$ cat config.mk
export PLATFORM = sky130hd
export DESIGN_NAME = irq_route_ctrl
export DESIGN_NICKNAME = d
export VERILOG_FILES = /design/src/rtl/irq_route_pkg.sv /design/src/rtl/irq_rte_slot.sv /design/src/rtl/irq_route_arb.sv /design/src/rtl/irq_route_ctrl.sv
export SDC_FILE = /design/constraint.sdc
export NUM_CORES = 1
export LEC_CHECK = 0
export BUFFER_PORTS_ARGS = -buffer_cell sky130_fd_sc_hd__buf_2
export CAP_MARGIN = 20
export CELL_PAD_IN_SITES_DETAIL_PLACEMENT = 1
export CELL_PAD_IN_SITES_GLOBAL_PLACEMENT = 1
export CORE_MARGIN = 2
export CORE_UTILIZATION = 30
export DETAILED_ROUTE_END_ITERATION = 12
export PLACE_DENSITY_LB_ADDON = 0.15
export SLEW_MARGIN = 20
export SYNTH_ARGS = -nofsm -noshare
export SYNTH_HDL_FRONTEND = slang
export SYNTH_SLANG_ARGS = --single-unit
$ cat constraint.sdc
create_clock -name clk -period 3.1 [get_ports clk]
set_input_delay 0.775 -clock clk [delete_from_list [all_inputs] [get_ports clk]]
set_output_delay 0.775 -clock clk [all_outputs]
set_load 0.05 [all_outputs]
$ cat src/rtl/irq_route_pkg.sv
package irq_route_pkg;
  localparam int WORD_W = 32;
  localparam int VEC_W  = 8;
  localparam int DEST_W = 8;
  localparam logic [7:0] RTE_BASE = 8'h10;
  localparam int LO_RIRR  = 14;
  localparam int LO_LEVEL = 15;
  localparam int LO_MASK  = 16;
  localparam int HI_DEST_LSB = 24;
  localparam logic [WORD_W-1:0] LO_RESET = 32'h0001_0000;

  typedef struct packed {
    logic [VEC_W-1:0]  vec;
    logic [DEST_W-1:0] dest;
  } irq_msg_t;
endpackage

$ cat src/rtl/irq_rte_slot.sv
module irq_rte_slot
  import irq_route_pkg::*;
(
  input  logic              clk,
  input  logic              rst_n,
  input  logic              pin,
  input  logic              wr_lo,
  input  logic              wr_hi,
  input  logic [WORD_W-1:0] wdata,
  input  logic              eoi_valid,
  input  logic [VEC_W-1:0]  eoi_vec,
  input  logic              grant,
  output logic              req,
  output logic [WORD_W-1:0] lo_word,
  output logic [WORD_W-1:0] hi_word,
  output irq_msg_t          msg,
  output logic              level,
  output logic              rirr
);
  logic [WORD_W-1:0] lo_q, hi_q;
  logic pin_q, pend_q, rirr_q;
  logic masked, rise, eoi_hit;

  assign masked  = lo_q[LO_MASK];
  assign level   = lo_q[LO_LEVEL];
  assign rise    = pin && !pin_q;
  assign eoi_hit = eoi_valid && level && (lo_q[VEC_W-1:0] == eoi_vec);

  always_ff @(posedge clk or negedge rst_n) begin
    if (!rst_n) begin
      lo_q   <= LO_RESET;
      hi_q   <= '0;
      pin_q  <= 1'b0;
      pend_q <= 1'b0;
      rirr_q <= 1'b0;
    end else begin
      pin_q <= pin;
      if (wr_lo) lo_q <= {wdata[WORD_W-1:LO_RIRR+1], 1'b0, wdata[LO_RIRR-1:0]};
      if (wr_hi) hi_q <= wdata;
      if (level)                pend_q <= 1'b0;
      else if (rise && !masked) pend_q <= 1'b1;
      else if (grant)           pend_q <= 1'b0;
      if (grant && level)       rirr_q <= 1'b1;
      else if (eoi_hit)         rirr_q <= 1'b0;
    end
  end

  assign req      = level ? (pin_q && !masked && !rirr_q) : (pend_q && !masked);
  assign lo_word  = {lo_q[WORD_W-1:LO_RIRR+1], rirr_q, lo_q[LO_RIRR-1:0]};
  assign hi_word  = hi_q;
  assign msg.vec  = lo_q[VEC_W-1:0];
  assign msg.dest = hi_q[HI_DEST_LSB +: DEST_W];
  assign rirr     = rirr_q;
endmodule

$ cat src/rtl/irq_route_arb.sv
module irq_route_arb
  import irq_route_pkg::*;
#(
  parameter int NPINS = 4
) (
  input  logic             clk,
  input  logic             rst_n,
  input  logic [NPINS-1:0] req,
  input  irq_msg_t         msgs [NPINS],
  input  logic             out_ready,
  output logic [NPINS-1:0] grant,
  output logic             out_valid,
  output irq_msg_t         out_msg
);
  logic     load, found;
  irq_msg_t sel_msg;

  assign load = !out_valid || out_ready;

  always_comb begin
    grant   = '0;
    found   = 1'b0;
    sel_msg = '0;
    for (int i = 0; i < NPINS; i++) begin
      if (req[i] && !found) begin
        found   = 1'b1;
        sel_msg = msgs[i];
        grant[i] = load;
      end
    end
  end

  always_ff @(posedge clk or negedge rst_n) begin
    if (!rst_n) begin
      out_valid <= 1'b0;
      out_msg   <= '0;
    end else if (load) begin
      out_valid <= found;
      if (found) out_msg <= sel_msg;
    end
  end
endmodule

$ cat src/rtl/irq_route_ctrl.sv
module irq_route_ctrl
  import irq_route_pkg::*;
#(
  parameter int NPINS = 4
) (
  input  logic              clk,
  input  logic              rst_n,
  input  logic [NPINS-1:0]  irq_pin,
  input  logic              idx_we,
  input  logic [7:0]        idx_wdata,
  input  logic              data_we,
  input  logic [WORD_W-1:0] data_wdata,
  output logic [WORD_W-1:0] data_rdata,
  input  logic              eoi_valid,
  input  logic [VEC_W-1:0]  eoi_vector,
  output logic              msg_valid,
  input  logic              msg_ready,
  output logic [VEC_W-1:0]  msg_vector,
  output logic [DEST_W-1:0] msg_dest
);
  localparam int IDX_END = int'(RTE_BASE) + 2 * NPINS;

  logic [7:0]        index_q;
  logic [7:0]        offset;
  logic              in_range;
  logic [NPINS-1:0]  slot_req, slot_grant, slot_level, slot_rirr;
  logic [WORD_W-1:0] lo_words [NPINS];
  logic [WORD_W-1:0] hi_words [NPINS];
  irq_msg_t          slot_msgs [NPINS];
  irq_msg_t          out_msg;

  always_ff @(posedge clk or negedge rst_n) begin
    if (!rst_n)      index_q <= '0;
    else if (idx_we) index_q <= idx_wdata;
  end

  assign offset   = index_q - RTE_BASE;
  assign in_range = (int'(index_q) >= int'(RTE_BASE)) && (int'(index_q) < IDX_END);

  for (genvar g = 0; g < NPINS; g++) begin : g_slot
    logic hit;
    assign hit = in_range && (offset[7:1] == 7'(g));
    irq_rte_slot u_slot (
      .clk      (clk),
      .rst_n    (rst_n),
      .pin      (irq_pin[g]),
      .wr_lo    (data_we && hit && !index_q[0]),
      .wr_hi    (data_we && hit && index_q[0]),
      .wdata    (data_wdata),
      .eoi_valid(eoi_valid),
      .eoi_vec  (eoi_vector),
      .grant    (slot_grant[g]),
      .req      (slot_req[g]),
      .lo_word  (lo_words[g]),
      .hi_word  (hi_words[g]),
      .msg      (slot_msgs[g]),
      .level    (slot_level[g]),
      .rirr     (slot_rirr[g])
    );
  end

  always_comb begin
    data_rdata = '0;
    for (int i = 0; i < NPINS; i++) begin
      if (in_range && offset[7:1] == 7'(i))
        data_rdata = index_q[0] ? hi_words[i] : lo_words[i];
    end
  end

  irq_route_arb #(.NPINS(NPINS)) u_arb (
    .clk      (clk),
    .rst_n    (rst_n),
    .req      (slot_req),
    .msgs     (slot_msgs),
    .out_ready(msg_ready),
    .grant    (slot_grant),
    .out_valid(msg_valid),
    .out_msg  (out_msg)
  );

  assign msg_vector = out_msg.vec;
  assign msg_dest   = out_msg.dest;
endmodule

==> impl_metrics.yaml, run 1 <==
outcome:
  status: "complete, but fails checks"
  violations: "negative setup slack"
sta:
  clock.fmax_ghz: 0.252
  setup_slack_ns: -0.868
  grt_setup_unrepaired: "true"
  post-route-min-period_ns: 3.97
  setup_tns_ns: -26.89
  relSlewSlack_pct: 27.6
  final_hold_viol_count: 0
  finClkSkew_ns: 0.0207
  slew_viol_final: 0
  setup_violations: 32
  fin_crit_sh_pct: 128
  worst_hold_slack_ns: 0.196
  tightest_slew_ns: 1.08
floorplan:
  start_util_pct: 30.3
  ios: 107
  die_height_um: 221
  rows: 79
  coreArea_sq_um: 46500
  die-area_sq_um: 48700
  die_width_um: 221
setup_path:
  startpoint_type: "flip-flop"
  crit_buf_inv: 3
  critPathMaxStageDelay_ns: 0.45
  worstPathCellList: "inv_2 > ha_4 > or4b_4 > or4_4 > or2_4 > buf_12 > o221a_2 > a21oi_4 > buf_8"
  cp_max_fo: 17
  crit_required_ns: 2.32
  arrival_ns: 3.19
  worstSetupPathType: "reg2out"
  cp_top_family: "simple AND/OR/NAND/NOR gates"
  endpoint_kind: "output port"
  crit_slowest_cell: "or4b_4"
power:
  powerDensity_nw_per_um2: 547
  p_seq_share_pct: 42.9
  leakage_uw: 0.00837
  combinationalPowerShare_pct: 14.9
  sw_frac_of_total_pct: 27.7
  internal_power_uw: 6990
  ir_worst_vdd_uv: 274
  total_power_uw: 9670
  clkPwrFrac_pct: 42.2
  p_switching_uw: 2680
placed_design:
  gp_congestion: 0.717
  placed_area_sq_um: 16200
  io_buffers: 106
  hpwl_um: 28800
global_route:
  grt_pass1_vias: 10288
  gr-max-usage-layer: "met2"
  antenna_found_initial: 0
  grt_pass1_wl_um: 67000
  grt_max_degree: 59
  globalRouteMet3Util_pct: 2.78
  grt_use_met2_pct: 30.0
  grt.total_usage_pct: 18.5
  gr-usage-met1_pct: 25.6
  grt-ovfl-total: 0
clock_tree:
  cts_tree: "done"
  clk_path_buf_depth: 3
  h-tree-depth: 2
  post_cts_buffers: 0
  cts.hold.buffers_added: 0
  numCtsBuffers: 35
  cts_root_buf: "clkbuf_16"
  clk_pin_slew_worst_paths_ns: 0.06
  cts.sinks: 289
  clk_latency_ns: 0.54
synth:
  synth-seq-cells: 289
  synthMuxAreaShare_pct: 31.0
  syn_avg_cell_area_sq_um: 13.2
  syn_area_sq_um: 14100
  yosys_warnings: 0
  synth_xor_area_share_pct: 1.80
  synth_compound_area_share_pct: 8.54
  async_flop_share_pct: 100
  syn_inst: 1066
  synthAdderAreaFrac_pct: 0.0888
  synth_enable_flop_cells: 0
  synth_cell_types: 49
  synth_top_family_by_area: "multiplexers"
  yosysSeqAreaShare_pct: 51.4
  ys.flop_type: "dfrtp_1"
  synth_fp_nets: 1125
  synth-simple-area-share_pct: 4.47
final_layout:
  syn2layout_area_growth_pct: 25.5
  drive_gt1_share_pct: 50.6
  diodes: 0
  layout_common_cells: "284 x dfrtp_1, 276 x mux2_2, 73 x buf_2, 64 x mux2i_1, 49 x o22ai_1"
  final_common_cell: "dfrtp_1"
  final_core_util_pct: 38.0
  fin_area_sq_um: 17700
  fin_nets: 1248
detailed_routing:
  wl_um: 43700
  wl_per_cell_um: 24.0
  drt-vias-per-instance: 5.15
  drt-initial-drc-count: 501
  dr.pass1.iters: 4
  drc: 0
  num_vias: 9353
  postRouteAntennaNets: 0
hold_path:
  hold_class: "in2async"
run:
  drv_cap: 0
-- state kept, by name, summed over array words and instances, names as in the netlist --
signal and cells:
g_slot.u_slot.pin_q 4, g_slot.u_slot.rirr 4, g_slot.u_slot.hi_word 128, u_arb.out_valid 1
g_slot.u_slot.lo_q 124, u_arb.out_msg 16, g_slot.u_slot.pend_q 4, index_q 8
-- what timing repair did --
action | in CTS | in global routing
resized for setup | 69 | 5
setup endpoints to repair | 32 | 32
pin swaps | 0 | 0
hold endpoints to repair | 0 | 0
-- routing by layer --
metal,share of wire (%),wire (um)
met1,47,20600
met2,47,20700
met5,0,0
met4,2.3,990
met3,3.1,1370
-- cell type report --
class,count,area (sq um)
clock buffer,54,1080
clock inverter,4,47.5
fill,4872,28800
inverter,6,22.5
multi-input combinational,691,7040
sequential,289,7240
tap,607,759
timing repair buffer,166,1480
-- power groups by stage --
stage                     registers [uW]  clock network, uW  logic [uW]
after global placement              4200                  0        1440
after floorplan                     4290                  0         718
final                               4140               4080        1440
after CTS                           4140               4250        1470
after global routing                4170               4390        1560
after detailed placement            4210                  0        1450
-- through the flow --
| step | worst slack (ns) | std cells |
|---|---|---|
| after floorplan | -0.284 | 1066 |
| after global placement | -0.436 | 1759 |
| after detailed placement | -0.449 | 1759 |
| after CTS | -0.899 | 1817 |
| after global routing | -0.943 | 1817 |
| final | -0.868 | 1817 |
-- path summary, 6_finish.rpt --
kind | startpoint | depth (start not counted) | slack (ns) | end
worst max register to register | index_q[5] | 9 | 0.14 | g_slot[2].u_slot.hi_word[6]
max in group asynchronous | rst_n | 2 | 2.13 | g_slot[1].u_slot.lo_q[16]
worst max-delay path | index_q[5] | 9 | -0.87 | data_rdata[18]
worst min-delay path | rst_n | 1 | 0.20 | index_q[0]
min in group clk | irq_pin[0] | 1 | 0.40 | g_slot[0].u_slot.pin_q
worst min register to register | g_slot[0].u_slot.hi_word[5] | 1 | 0.48 | g_slot[0].u_slot.hi_word[5]
-- synth_stat cells, types with 4 or more instances --
| library cell | count | area [sq um] |
|---|---|---|
| buf_1 | 12 | 45.0 |
| a21oi_1 | 36 | 180 |
| buf_2 | 13 | 65.1 |
| mux2_4 | 30 | 450 |
| dfrtp_1 | 285 | 7130 |
| nand2_1 | 25 | 93.8 |
| nor3b_1 | 18 | 135 |
| mux2i_1 | 64 | 641 |
| nor2_1 | 28 | 105 |
| nor4bb_1 | 4 | 40.0 |
| inv_1 | 6 | 22.5 |
| mux2_2 | 276 | 3110 |
| mux2_1 | 15 | 169 |
| o21ai_0 | 4 | 20.0 |
| xnor2_1 | 15 | 131 |
| clkbuf_1 | 46 | 173 |
| dfstp_2 | 4 | 105 |
| a21o_1 | 18 | 135 |
| a31oi_1 | 16 | 100 |
| nand4_1 | 8 | 50.1 |
| o221a_2 | 32 | 360 |
| o22ai_1 | 49 | 307 |
| buf_4 | 6 | 45.0 |
| nor4_1 | 4 | 25.0 |
| a32o_1 | 4 | 40.0 |
| xor2_1 | 14 | 123 |
-- kinds of logic (layout without fill, tap and decap cells) --
logic type | count (synthesis) | in the layout
buffers and inverters | 86 | 230
multiplexers | 385 | 385
AO/OA/AOI/OAI | 166 | 166
adder cells (fa/ha/maj) | 1 | 1
flip-flops | 289 | 289
AND/OR/NAND/NOR | 110 | 110
XOR/XNOR | 29 | 29
Note: power is estimated with default switching activity, not from simulation.
==> inputs of run 2 (changes only) <==
CTS_BUF_LIST = sky130_fd_sc_hd__clkbuf_4   (was default)
SLEW_MARGIN = default   (was 20)
SYNTH_HIERARCHICAL = 1   (was default)
==> run 2 against run 1 <==
Against the previous run:
- the flow still finishes with violations (negative setup slack)
- combinational power rose by 63%
- non-clock buffer count rose by 24
- critical path depth fell by 2
- sequential share of layout area fell by 1.8 points
- power rose by 6.2%
- worst setup slack improved by 0.66 ns
- synthesized cell count rose by 8.4%
- first-iteration DRC count fell by 18%
- area after synthesis rose by 9.9%
- cell area rose by 4.6%
- global-route usage fell by 0.19 points
- largest cell class is now multi-input combinational cells
- highest routed layer is now met5
==> impl_metrics.yaml, run 2 <==
setup_path:
  reg2reg_from: "index_q[4]"
  startpoint_type: "flip-flop"
  worstPathCellList: "inv_2 > ha_4 > nor4b_4 > nand3_4 > buf_12 > nor3_4 > buf_6"
  critPathMaxStageDelay_ns: 0.36
  crit_required_ns: 2.32
  crit_slowest_cell: "dfrtp_1"
  endpoint_kind: "output port"
  reg2reg_slack_ns: 0.21
  cp_max_fo: 16
  worstSetupPathType: "reg2out"
  cp-startpoint: "index_q[4]"
  arrival_ns: 2.54
outcome:
  status: "complete, but fails checks"
  violations: "negative setup slack"
synth:
  netlist.area_leader.share_pct: 46.1
  syn_avg_cell_area_sq_um: 13.4
  ys_top_cells_by_area: "dfrtp_1 46%, mux2_2 19%, mux2_4 12%"
  yosysMostFrequentCell: "dfrtp_1"
  synth-seq-cells: 289
  syn_inst: 1156
  yosys.area.top_type: "dfrtp_1"
  synth_top_cells_by_count: "285 x dfrtp_1, 263 x mux2_2, 120 x mux2_4, 89 x buf_4, 58 x o22ai_1"
  yosysSeqAreaShare_pct: 46.8
  synth_enable_flop_cells: 0
  synth_fp_nets: 1215
  ys.flop_type: "dfrtp_1"
  async_flop_share_pct: 100
  synth_cell_types: 42
  yosys_warnings: 6
  syn_area_sq_um: 15500
floorplan:
  die_width_um: 231
  die-area_sq_um: 53400
  rows: 83
  start_util_pct: 30.2
  coreArea_sq_um: 51200
  ios: 107
  die_height_um: 231
final_layout:
  fin_nets: 1342
  multi_input_area_sq_um: 7490
  final_core_util_pct: 36.1
  syn2layout_area_growth_pct: 19.4
  layout_common_cells: "282 x dfrtp_1, 262 x mux2_2, 126 x clkbuf_4, 121 x mux2_4, 74 x buf_2"
  drive_gt1_share_pct: 59.4
  layout.cells.non_filler: 2029
  fin_area_sq_um: 18500
  layout.area.seq_sq_um: 7250
  largest_reg_flops: 128
  final_common_cell: "dfrtp_1"
  n_fill_cell: 5381
power:
  ir_worst_vdd_uv: 181
  internal_power_uw: 6870
  total_power_uw: 10300
  sw_frac_of_total_pct: 33.1
  leakage_uw: 0.00862
  powerDensity_nw_per_um2: 556
  p_switching_uw: 3400
  clkPwrFrac_pct: 35.8
  combinationalPowerShare_pct: 22.9
  p_seq_share_pct: 41.3
clock_tree:
  clk_path_buf_depth: 3
  cts.sinks: 289
  clk_pin_slew_worst_paths_ns: 0.07
  numCtsBuffers: 86
  h-tree-depth: 3
  cts_root_buf: "clkbuf_4"
  clk_latency_ns: 0.81
  cts_tree: "done"
placed_design:
  io_buffers: 106
  place_inst: 1849
  placed_area_sq_um: 16400
  gp_congestion: 0.737
  hpwl_um: 29400
sta:
  setup_slack_ns: -0.211
  grt_setup_unrepaired: "true"
  tightest_slew_ns: 0.721
  finClkSkew_ns: 0.0479
  slew_viol_final: 0
  fin_crit_sh_pct: 107
  final_hold_viol_count: 0
  clock.fmax_ghz: 0.302
  post-route-min-period_ns: 3.31
  relSlewSlack_pct: 51.8
  setup_violations: 32
detailed_routing:
  postRouteAntennaNets: 0
  drt-initial-drc-count: 412
  wl_per_cell_um: 23.5
  dr.pass1.iters: 4
  num_vias: 9865
  drt-vias-per-instance: 4.86
  drc: 0
  wl_um: 47700
hold_path:
  hold_class: "in2reg"
  hp-start: "irq_pin[0]"
global_route:
  grt.total_usage_pct: 18.3
  grt_pass1_wl_um: 72600
  antenna_found_initial: 5
  grt_max_degree: 65
  grt-ovfl-total: 0
  grt_pass1_vias: 11097
run:
  drv_cap: 0
## run 2: changes by cell type after synthesis, sizes merged, moves of 23 or more
cell	before	now
buf	34	145
mux2i	64	0
mux2	321	383
clkbuf	46	6
nor3	4	43
o221a	32	0
a21oi	36	13
## run 2: repair_timing
action,CTS,global route
cloned,3,1
hold endpoints to repair,57,0
buffers inserted,19,3
pin swaps,7,13
hold buffers,1,0
endpoints found under the setup margin,32,32
resized for setup,131,31
## run 2: layer usage
metal / up-vias / share of wire (%) / global-route usage (%)
li1: 4433 / - / -
met1: 5174 / 47 / 24.6
met2: 188 / 47 / 29.5
met3: 66 / 3.9 / 3.62
met4: 4 / 1.8 / 5.99
met5: - / 0.048 / 0
## run 2: path summary, 6_finish.rpt
kind                                                end  cells past startpoint
max                                      data_rdata[19]                      7
min                              g_slot[0].u_slot/pin_q                      1
max reg2reg                    g_slot[0].u_slot/lo_q[2]                     10
min reg2reg                   g_slot[1].u_slot/lo_q[19]                      1
max in group asynchronous  g_slot[0].u_slot/hi_word[27]                      3
min in group asynchronous     g_slot[3].u_slot/lo_q[10]                      2
## run 2: cell families after synthesis
kind of cell	count (synthesis)	synth area share, %
adders and majority gates	1	0.0808
buffers and inverters	155	8.71
and+or+nand+nor	163	5.81
DFF	289	46.8
muxes	383	30.8
xor gates and xnor gates	32	1.81
AOI/OAI and AO/OA	133	6.05
## run 2: worst max-delay path, delay by kind of cell, from the launching register on
kind | cells | cell delay [ns]
adder cells (fa/ha/maj) | 1 | 0.25
buffers and inverters | 3 | 0.48
flip-flops | 1 | 0.36
AND/OR/NAND/NOR | 3 | 0.65
## run 2: power by group through the flow
stage	Clock (uW)	Sequential [uW]	Combinational [uW]
global placement	0	4300	2160
finish	3680	4240	2350
global route	4060	4280	2520
floorplan	0	4500	1240
detailed placement	0	4310	2170
CTS	3870	4240	2320
## run 2: cell type report
type / count / area share, %
clock inverters: 25 / 0.664
flip-flops and latches: 289 / 39.2
clock buffers: 126 / 5.12
repair buffers: 190 / 9.76
inverters: 4 / 0.0813
multi-input cells: 712 / 40.5
diodes: 3 / 0.0406
well taps: 680 / 4.60
## run 2: through the flow
| step | TNS (ns) | setup slack [ns] | hold WS (ns) |
|---|---|---|---|
| after floorplan | 0 | 0.00416 | 0.473 |
| after global placement | 0 | 0.112 | 0.482 |
| after detailed placement | 0 | 0.120 | 0.488 |
| after CTS | -10.20 | -0.379 | 0.00658 |
| after global routing | -9.82 | -0.359 | 0.0475 |
| final | -4.99 | -0.211 | 0.112 |
==> inputs of run 3 (changes only) <==
CORE_MARGIN = 4   (was 2)
CTS_BUF_LIST = default   (was sky130_fd_sc_hd__clkbuf_4)
GPL_TIMING_DRIVEN = 1   (was default)
==> run 3 against run 2 <==
Against the previous run:
- the run still ends with negative setup slack left
- wire length fell by 1.5%
- non-clock buffer count fell by 10
- first-iteration DRC count rose by 8.7%
- cell area fell by 0.54%
- largest cell class unchanged
==> impl_metrics.yaml, run 3 (same netlist as run 2, synthesis figures left out) <==
floorplan:
  die_height_um: 235
  start_util_pct: 30.6
  ios: 107
  coreArea_sq_um: 50600
  die-area_sq_um: 55300
  die_width_um: 235
  rows: 82
sta:
  relSlewSlack_pct: 49.9
  grt_setup_unrepaired: "true"
  worst_hold_slack_ns: 0.222
  tightest_slew_ns: 0.750
  finClkSkew_ns: 0.0291
  setup_violations: 9
  slew_viol_final: 0
  post-route-min-period_ns: 3.15
  clock.fmax_ghz: 0.318
  fin_crit_sh_pct: 101
  setup_tns_ns: -0.166
  final_hold_viol_count: 0
  setup_slack_ns: -0.0452
global_route:
  grt-ovfl-total: 0
  antenna_found_initial: 2
  grt_max_degree: 81
  grt_pass1_vias: 10422
  grt.total_usage_pct: 16.4
  grt_pass1_wl_um: 69800
detailed_routing:
  drt-initial-drc-count: 448
  num_vias: 9531
  wl_um: 47000
  dr.pass1.iters: 4
  drc: 0
  postRouteAntennaNets: 0
  drt-vias-per-instance: 4.95
  wl_per_cell_um: 24.4
final_layout:
  largest_reg_flops: 128
  syn2layout_area_growth_pct: 18.8
  layout.cells.non_filler: 1927
  layout_common_cells: "282 x dfrtp_1, 263 x mux2_2, 120 x mux2_4, 73 x buf_2, 56 x o22ai_1"
  final_core_util_pct: 36.3
  layout.area.seq_sq_um: 7250
  multi_input_area_sq_um: 7330
  final_common_cell: "dfrtp_1"
  fin_nets: 1284
  n_fill_cell: 5216
  drive_gt1_share_pct: 55.7
setup_path:
  crit_path_frequent_cell: "buf_12"
  worstReg2RegEnd: "g_slot[2].u_slot/lo_q[12]"
  cp_max_fo: 6
  reg2reg_slack_ns: 0.17
  crit_required_ns: 2.32
  crit_slowest_cell: "dfrtp_1"
  reg2reg_from: "index_q[4]"
  startpoint_type: "flip-flop"
  arrival_ns: 2.37
  critPathMaxStageDelay_ns: 0.37
  r2r_cells: 11
  endpoint_kind: "output port"
  worstPathCellList: "inv_2 > ha_4 > nor4b_4 > nand3_4 > buf_12 > buf_16 > nor3_4 > buf_6 > buf_12"
  cp_top_family: "buffers and inverters"
  crit_buf_inv: 5
  worstSetupPathType: "reg2out"
clock_tree:
  cts_root_buf: "clkbuf_16"
  clk_latency_ns: 0.56
  numCtsBuffers: 38
  cts.sinks: 289
  h-tree-depth: 2
  clk_pin_slew_worst_paths_ns: 0.06
  cts.hold.buffers_added: 0
  cts_tree: "done"
  clk_path_buf_depth: 3
placed_design:
  gp_congestion: 0.731
  hpwl_um: 29500
  place_ws_ns: 0.103
  io_buffers: 106
  place_inst: 1841
run:
  drv_cap: 0
outcome:
  violations: "negative setup slack"
  status: "complete, but fails checks"
hold_path:
  hold_class: "in2async"
power:
  powerDensity_nw_per_um2: 598
  leakage_uw: 0.00846
  ir_worst_vdd_uv: 301
## run 3: changes by cell type in the layout (fill, tap and decap cells not counted), sizes merged
cell	previous run	this run
dlygate4sd3	1	0
diode	3	1
bufbuf	1	0
buf	187	176
clkinv	22	7
inv	6	4
clkinvlp	0	1
clkbuf	127	64
## run 3: how the worst max path moves through the flow
stage,start,to,slack (ns),cells after the start
after floorplan,index_q[4],data_rdata[0],0.004,6
after global placement,index_q[4],data_rdata[16],0.13,7
after detailed placement,index_q[4],data_rdata[8],0.10,7
after CTS,index_q[1],data_rdata[24],-0.17,6
after global routing,index_q[4],data_rdata[24],-0.15,9
final,index_q[4],data_rdata[24],-0.05,9
## run 3: what timing repair did
item | 4_1_cts | 5_1_grt
cloned | 0 | 4
setup buffers | 3 | 9
setup endpoints to repair | 32 | 32
pin swaps | 7 | 20
resized for setup | 92 | 48
## run 3: report_power, final
part | switching (uW) | internal, uW | total (uW)
clock | 1760 | 2760 | 4520
sequential | 192 | 4040 | 4230
combinational | 1410 | 838 | 2250
## run 3: final cells by class
type	instances	share of cell area, %
well taps	672	4.57
flip-flops and latches	289	39.4
multi-input cells	712	39.9
clock buffers	60	6.57
repair buffers	180	9.05
diodes	1	0.0136
clock inverters	9	0.429
inverters	4	0.0817
## run 3: per-stage QoR
stage	power [uW]	cell area (sq um)
2_1_floorplan	5740	15500
3_3_place_gp	6410	16300
3_5_place_dp	6440	16300
4_1_cts	11100	17900
5_1_grt	11500	18400
6_report	11000	18400
## run 3: worst register-to-register path: cells and delay by family, from the launching register on
kind	cells	cell delay, ns
buffers and inverters	6	1.10
DFF	1	0.37
muxes	1	0.38
adders and majority gates	1	0.25
and+or+nand+nor	3	0.71
## run 3: metal layers
metal	share of wire (%)	global-route usage, %	vias up
met5	0.043	0	-
met4	1.8	3.62	4
met3	3.6	2.86	60
met2	47	26.2	161
met1	48	23.3	5041
li1	-	-	4265
